`src/rtl/tce_pkg.sv`:
```
package tce_pkg;

    typedef enum logic [1:0] {
        XS_OK   = 2'd0,
        XS_OOB  = 2'd1,
        XS_PERM = 2'd2
    } xl_status_e;

    localparam int unsigned RIGHT_RD_BIT = 0;
    localparam int unsigned RIGHT_WR_BIT = 1;

    typedef struct packed {
        logic       valid;
        xl_status_e status;
    } xl_tag_t;

    function automatic logic right_granted(input logic [1:0] rights, input logic to_mem);
        return to_mem ? rights[RIGHT_WR_BIT] : rights[RIGHT_RD_BIT];
    endfunction

endpackage

```
`src/rtl/tce_store.sv`:
```
module tce_store #(
    parameter int unsigned DEPTH   = 16,
    parameter int unsigned IDX_W   = 4,
    parameter int unsigned ENTRY_W = 64
) (
    input  logic               clk,
    input  logic               rst,
    input  logic [IDX_W-1:0]   rd_idx,
    output logic [ENTRY_W-1:0] rd_data,
    input  logic               wr_en,
    input  logic [IDX_W-1:0]   wr_idx,
    input  logic [ENTRY_W-1:0] wr_data
);
    localparam logic [IDX_W:0] DEPTH_L = DEPTH[IDX_W:0];

    logic [ENTRY_W-1:0] mem [DEPTH];

    // Read is combinational on the current contents: a write landing at the
    // same edge is not yet visible (read before write).
    always_comb begin
        rd_data = '0;
        if ({1'b0, rd_idx} < DEPTH_L) rd_data = mem[rd_idx];
    end

    always_ff @(posedge clk) begin
        if (rst) begin
            for (int i = 0; i < int'(DEPTH); i++) mem[i] <= '0;
        end else if (wr_en && ({1'b0, wr_idx} < DEPTH_L)) begin
            mem[wr_idx] <= wr_data;
        end
    end
endmodule

```
`src/rtl/tce_walk.sv`:
```
module tce_walk
    import tce_pkg::*;
#(
    parameter int unsigned     ADDR_W       = 32,
    parameter int unsigned     ENTRY_W      = 64,
    parameter int unsigned     PAGE_SHIFT   = 12,
    parameter longint unsigned WINDOW_BYTES = 64'h1_0000
) (
    input  logic [ADDR_W-1:0]   addr,
    input  logic                to_mem,
    input  logic [ENTRY_W-1:0]  entry,
    output xl_status_e          status,
    output logic [ENTRY_W-1:0]  paddr,
    output logic [PAGE_SHIFT:0] len
);
    localparam logic [ADDR_W:0] WIN_L = WINDOW_BYTES[ADDR_W:0];

    logic                  in_win;
    logic [PAGE_SHIFT-1:0] offset;

    assign in_win = ({1'b0, addr} < WIN_L);
    assign offset = addr[PAGE_SHIFT-1:0];

    always_comb begin
        status = XS_OK;
        paddr  = '0;
        len    = '0;
        if (!in_win) begin
            status = XS_OOB;
        end else if (!right_granted(entry[1:0], to_mem)) begin
            status = XS_PERM;
        end else begin
            paddr = {entry[ENTRY_W-1:PAGE_SHIFT], offset};
            len   = {1'b0, ~offset} + {{PAGE_SHIFT{1'b0}}, 1'b1};
        end
    end
endmodule

```
`src/rtl/tce_upd_check.sv`:
```
module tce_upd_check #(
    parameter int unsigned     ADDR_W       = 32,
    parameter int unsigned     PAGE_SHIFT   = 12,
    parameter longint unsigned WINDOW_BYTES = 64'h1_0000,
    parameter logic [31:0]     LBN          = 32'h0000_1001
) (
    input  logic [63:0]       lbn,
    input  logic [ADDR_W-1:0] addr,
    output logic [ADDR_W-1:0] page_addr,
    output logic              accept
);
    localparam logic [ADDR_W:0]   WIN_L     = WINDOW_BYTES[ADDR_W:0];
    localparam logic [ADDR_W-1:0] PAGE_MASK = ADDR_W'((64'd1 << PAGE_SHIFT) - 64'd1);

    logic lbn_match;

    assign page_addr = addr & ~PAGE_MASK;
    assign lbn_match = (lbn[63:32] == 32'd0) && (lbn[31:0] == LBN);
    assign accept    = lbn_match && ({1'b0, page_addr} < WIN_L);
endmodule

```
`src/rtl/tce_xlate_unit.sv`:
```
module tce_xlate_unit
    import tce_pkg::*;
#(
    parameter int unsigned     ADDR_W       = 32,
    parameter int unsigned     ENTRY_W      = 64,
    parameter int unsigned     PAGE_SHIFT   = 12,
    parameter longint unsigned WINDOW_BYTES = 64'h1_0000,
    parameter logic [31:0]     LBN          = 32'h0000_1001
) (
    input  logic                clk,
    input  logic                rst,
    input  logic                xl_req,
    input  logic [ADDR_W-1:0]   xl_addr,
    input  logic                xl_to_mem,
    output logic                xl_valid,
    output logic [1:0]          xl_status,
    output logic [ENTRY_W-1:0]  xl_paddr,
    output logic [PAGE_SHIFT:0] xl_len,
    input  logic                up_req,
    input  logic [63:0]         up_lbn,
    input  logic [ADDR_W-1:0]   up_addr,
    input  logic [ENTRY_W-1:0]  up_entry,
    output logic                up_valid,
    output logic                up_ok
);
    localparam int unsigned DEPTH = int'(WINDOW_BYTES >> PAGE_SHIFT);
    localparam int unsigned IDX_W = (DEPTH > 1) ? $clog2(DEPTH) : 1;

    logic [IDX_W-1:0]   rd_idx;
    logic [IDX_W-1:0]   wr_idx;
    logic [ENTRY_W-1:0] rd_entry;
    logic [ADDR_W-1:0]  up_page_addr;
    logic               up_accept;
    xl_status_e         walk_status;
    logic [ENTRY_W-1:0] walk_paddr;
    logic [PAGE_SHIFT:0] walk_len;
    xl_tag_t            tag_q;

    assign rd_idx = xl_addr[PAGE_SHIFT +: IDX_W];
    assign wr_idx = up_page_addr[PAGE_SHIFT +: IDX_W];

    generate
        if (DEPTH > 0) begin : g_table
            tce_store #(
                .DEPTH  (DEPTH),
                .IDX_W  (IDX_W),
                .ENTRY_W(ENTRY_W)
            ) u_store (
                .clk    (clk),
                .rst    (rst),
                .rd_idx (rd_idx),
                .rd_data(rd_entry),
                .wr_en  (up_req && up_accept),
                .wr_idx (wr_idx),
                .wr_data(up_entry)
            );
        end else begin : g_no_table
            assign rd_entry = '0;
        end
    endgenerate

    tce_walk #(
        .ADDR_W      (ADDR_W),
        .ENTRY_W     (ENTRY_W),
        .PAGE_SHIFT  (PAGE_SHIFT),
        .WINDOW_BYTES(WINDOW_BYTES)
    ) u_walk (
        .addr  (xl_addr),
        .to_mem(xl_to_mem),
        .entry (rd_entry),
        .status(walk_status),
        .paddr (walk_paddr),
        .len   (walk_len)
    );

    tce_upd_check #(
        .ADDR_W      (ADDR_W),
        .PAGE_SHIFT  (PAGE_SHIFT),
        .WINDOW_BYTES(WINDOW_BYTES),
        .LBN         (LBN)
    ) u_upd (
        .lbn      (up_lbn),
        .addr     (up_addr),
        .page_addr(up_page_addr),
        .accept   (up_accept)
    );

    always_ff @(posedge clk) begin
        if (rst) begin
            tag_q    <= '{valid: 1'b0, status: XS_OK};
            xl_paddr <= '0;
            xl_len   <= '0;
            up_valid <= 1'b0;
            up_ok    <= 1'b0;
        end else begin
            tag_q.valid <= xl_req;
            if (xl_req) begin
                tag_q.status <= walk_status;
                xl_paddr     <= walk_paddr;
                xl_len       <= walk_len;
            end
            up_valid <= up_req;
            up_ok    <= up_req && up_accept;
        end
    end

    assign xl_valid  = tag_q.valid;
    assign xl_status = tag_q.status;
endmodule

```
`config.mk`:
```
export PLATFORM = sky130hd
export DESIGN_NAME = tce_xlate_unit
export DESIGN_NICKNAME = d
export VERILOG_FILES = /design/src/rtl/tce_pkg.sv /design/src/rtl/tce_store.sv /design/src/rtl/tce_walk.sv /design/src/rtl/tce_upd_check.sv /design/src/rtl/tce_xlate_unit.sv
export SDC_FILE = /design/constraint.sdc
export NUM_CORES = 1
export LEC_CHECK = 0
export BUFFER_PORTS_ARGS = -buffer_cell sky130_fd_sc_hd__buf_2
export CAP_MARGIN = 10
export CORE_UTILIZATION = 55
export CTS_CLUSTER_SIZE = 24
export DETAILED_ROUTE_END_ITERATION = 7
export PLACE_DENSITY = 0.76
export SLEW_MARGIN = 10
export SYNTH_ARGS = -nofsm -noshare
export SYNTH_HDL_FRONTEND = slang
export SYNTH_SLANG_ARGS = --single-unit
export TNS_END_PERCENT = 10
```
`constraint.sdc`:
```
create_clock -name clk -period 4.9 [get_ports clk]
set_clock_uncertainty 0.15 [all_clocks]
set_input_delay 0.98 -clock clk [delete_from_list [all_inputs] [get_ports clk]]
set_output_delay 0.98 -clock clk [all_outputs]
set_load 0.01 [all_outputs]
```
=== After elaboration in Yosys (flattened, before gate mapping) ===
Memories as Yosys holds them, arrays and structs flattened.
Cells that the tools add are included.

* Add/subtract/negate cells: 1
* Magnitude comparators: 2
* Equality and inequality tests: 1
* Multiplexer cells: 15
* Bitwise gates (word level): 1
* Reduce and logical (&&, ||, !) cells: 5

{| class="wikitable"
|+ Operators by type and width
! operator !! number
|-
| $mux 64 || 3
|-
| $lt 32x17->1 const B || 2
|-
| $reduce_or 64->1 || 1
|-
| $eq 32x13->1 const B || 1
|-
| $logic_not 32->1 || 1
|-
| $mux 13 || 2
|-
| $add 12x1->13 const B || 1
|-
| $not 12->12 || 1
|-
| $mux 1 || 7
|-
| $mux 2 || 2
|-
| $mux 4 || 1
|-
| $logic_and 1x1->1 || 3
|}

* Bits in registers: 82
* Memory bits (writable): 1,024
* Input port bits: 197
* Output and inout bits: 82
* Logic and storage cells: 32
* Memories: 1

{| class="wikitable"
|+ Memory list
! memory !! words !! width !! rd ports !! clocked after Yosys merged registers in !! wr ports !! line !! source
|-
| g_table.u_store.mem || 16 || 64 || 1 || 0 || 16 || tce_store.sv:16 || <nowiki>logic [ENTRY_W-1:0] mem [DEPTH];</nowiki>
|}

=== Depth between registers and ports, before layout ===
* Depth in word-level cells: 9
* Mapped depth: 9
* Depth with buffers taken out: 7

=== By module ===
From an unflattened synthesis, not the netlist that was laid out.

* Cell total of the unflattened synthesis: 3,256
* Area, all modules: 49,859.1 µm²

{| class="wikitable"
|+ Modules (own cells, without submodules)
! module !! instances !! cells each !! area an instance (µm²) !! sequential area each (µm²)
|-
| tce_store || 1 || 2,801 || 45,588.7 || 30,749.5
|-
| tce_xlate_unit || 1 || 262 || 2,921.6 || 1,641.6
|-
| tce_walk || 1 || 133 || 907.1 || 0.0
|-
| tce_upd_check || 1 || 60 || 441.7 || 0.0
|}

=== Least setup slack after synthesis ===
Ideal clock, no wire load.

* Path type: input to register
* Start: input up_lbn[33]
* End: memory g_table.u_store.mem[13][0] (enable)
* Library setup time: 0.477 ns
* Arrival: 4.710 ns
* Required time: 4.273 ns
* Path slack: -0.437 ns
* Stages on the path: 6
* Buffers on the path: 1
* Cells stage by stage: nor4_1 > nand4_1 > nor4_2 > buf_4 > nand3_1 > o21bai_1

{| class="wikitable"
|+ RTL lines
! item !! line !! source
|-
| start, declared || tce_xlate_unit.sv:20 || <nowiki>input logic [63:0] up_lbn,</nowiki>
|-
| end, declared || tce_store.sv:16 ||
|}

==> results.cfg <==
[synth]
synth-edff-count = 864
synth_ff_type = edfxtp_1
synth_top_cell_by_area = edfxtp_1
seq_area_frac_synth_pct = 67.8
syn_inst = 2956
synth_common_cells = edfxtp_1, nor2_1, clkbuf_1
synth.avg_cell_area_um2 = 13.8
synth_area_leaders = edfxtp_1, mux4_2, nor2_1, dfxtp_1, mux2i_1
ys_ff_latch = 945
synth.cell_area_um2 = 40700
yosysUniqueCellTypes = 49
synth.most_common_cell = edfxtp_1
syn-num-nets = 3154
yosys_warnings = 0
async_flop_share_pct = 0
synth_top_area_share_pct = 63.8

[final_layout]
final_nets = 3321
register_area_um2 = 27600
drive_gt1_share_pct = 22.9
fill_cells = 5142
multi_input_area_um2 = 12000
postLayoutCellArea_um2 = 46200
area_growth_pct = 13.5

[min_path]
min_to = xl_paddr[27]$_SDFFE_PP0P_
holdCritStartpoint = xl_paddr[27]$_SDFFE_PP0P_
worstHoldPathCells = 2
hold_class = flop to flop

[grt]
grt_max_degree = 109
grt_pass1_wl_um = 172000
grtUsageTotal_pct = 31.6
grt_overflow_total = 0
antenna_found_initial = 9
grt_pass1_vias = 26900

[drt]
drtAntennaViolNets = 0
first_iter_violations = 3653
wl_per_cell_um = 28.2
drc = 18
drt-total-wl_um = 117000
viasPerCell = 6.42
firstDrtPassIters = 7
via_count = 26700

[sta]
setup_violations = 0
rsz0062_at_grt = false
holdWs_ns = 0.299
finalCritPeriodShare_pct = 72.7
tightest_slew_ns = 1.13
relSlewSlack_pct = 24.7
hold_violations = 0
final.min_clock_period_ns = 3.56
fin_ws_ns = 1.34
drv_slew = 0
fmax_ghz = 0.281
fin_setup_tns_ns = 0

[place]
routabilityCongestion = 0.955
pre_cts_slack_ns = 0.618
dp_hpwl_um = 64600
numPortBuffers = 256
place_area_um2 = 43000

[clock_network]
cts_tree = done
cts.sinks = 945
hold_buffers = 0
postCtsSetupBuffers = 0
cts_root_buf = clkbuf_16
clk_latency_ns = 0.65
cts.reportedPaths.clkPinSlew_ns = 0.06
numCtsBuffers = 94
post_cts_resized = 0
cts_buffer_depth = 3
htree_levels = 3

[setup_path]
cp_data_arrival_time_ns = 3.70
critical_path.endpoint_type = flop
crit_buf_inv = 4
critPathLaunchType = primary input
cp_cell_sequence = buf_2 > nor4_1 > nand4_1 > nor4_2 > buf_4 > nand3b_1 > buf_4 > o21bai_4 > buf_4
crit_family = simple AND/OR/NAND/NOR gates
reg2reg_setup_slack_ns = 2.65
reg2reg_from = g_table.u_store.mem[7][30]$_SDFFCE_PN0P_
ff2ff_path_depth = 4
cp_max_fo = 32
cpMostUsedCell = buf_4
cp_slowest_cell = nor4_1
crit_required_ns = 5.03
reg2reg_to = xl_paddr[30]$_SDFFE_PP0P_
max_stage_delay_ns = 0.56
path_class = primary input to flop

[outcome]
failed_checks = DRC
status = finished with violations

[floorplan]
coreArea_um2 = 73100
num_rows = 99
initial_utilization_pct = 55.6
die-area_um2 = 75000
ios = 279
die_h_um = 274
fp.dieW_um = 274

[pwr]
p_leak_nw = 16.2
power.total_mw = 17.8
ir_worst_vdd_mv = 0.339
cellPowerDensity_nw_per_um2 = 386

[run]
cap_viol_max_count = 0
==> per-layer routing <==
metal  global-route usage (%)  part of all wire [%]  up-vias
li1                         -                     -    11200
met1                     41.8                    35    13300
met2                     52.7                    49     1915
met3                     5.46                    12      314
met4                     11.6                   3.7        2
met5                        0                 0.011        -
==> cell families after synthesis <==
group / synth area share (%)
AOI/OAI and AO/OA: 4.86
DFF: 67.8
adders and majority gates: 0.0308
xor gates and xnor gates: 0.172
buffers and inverters: 3.17
and+or+nand+nor: 12.4
muxes: 11.6
==> state kept, by name (all words and copies together) (netlist names) <==
name,cells
g_table.u_store.mem,864
up_ok,1
up_valid,1
xl_len,12
xl_paddr,64
xl_status,2
xl_valid,1
==> tightest hold or removal path, delay by kind of cell (launching register included) <==
| family | cells | cell delay, ns |
|---|---|---|
| AO/OA/AOI/OAI | 1 | 0.05 |
| flip-flops | 1 | 0.32 |
| AND/OR/NAND/NOR | 1 | 0.05 |
==> final cells by class <==
| type | instances | share of cell area (%) |
|---|---|---|
| sequential | 945 | 59.7 |
| multi-input combinational | 1741 | 26.1 |
| clock buffer | 128 | 5.68 |
| timing repair buffer | 339 | 4.82 |
| tap | 959 | 2.60 |
| clock inverter | 49 | 1.08 |
| antenna | 4 | 0.0217 |
| inverter | 2 | 0.0163 |
==> power by group <==
group | switching, mW | total [mW] | internal [mW]
Combinational | 0.801 | 1.28 | 0.477
Sequential | 0.104 | 9.24 | 9.14
Clock | 3.03 | 7.31 | 4.28
Total | 3.94 | 17.8 | 13.9
==> metrics by stage <==
step | std cells | util [%]
2_1_floorplan | 2956 | -
6_report | 4167 | 63.2
4_1_cts | 4163 | 63.1
5_1_grt | 4165 | 63.2
3_5_place_dp | 3986 | 58.9
3_3_place_gp | 3986 | 58.9
==> cell usage in the layout (no fill, tap or decap), types with 70 or more instances in the layout <==
master       n
edfxtp_1   864
nand2b_1    74
clkbuf_16   97
nor2_1     826
a22oi_1     70
mux4_2     142
dfxtp_1     81
nand2_1    134
mux2i_1    120
buf_2      253
==> worst max path at each step <==
stage	startpoint	endpoint	slack [ns]	cells past startpoint
after floorplan	up_lbn[33]	g_table.u_store.mem[13][0]$_SDFFCE_PN0P_	-0.44	6
after global placement	up_lbn[52]	g_table.u_store.mem[10][52]$_SDFFCE_PN0P_	0.67	9
after detailed placement	up_lbn[52]	g_table.u_store.mem[8][56]$_SDFFCE_PN0P_	0.62	9
after CTS	up_lbn[52]	g_table.u_store.mem[8][61]$_SDFFCE_PN0P_	1.29	9
after global routing	up_lbn[52]	g_table.u_store.mem[10][60]$_SDFFCE_PN0P_	1.16	9
final	up_lbn[52]	g_table.u_store.mem[8][51]$_SDFFCE_PN0P_	1.34	9
Note: power is estimated with default switching activity, not from simulation.
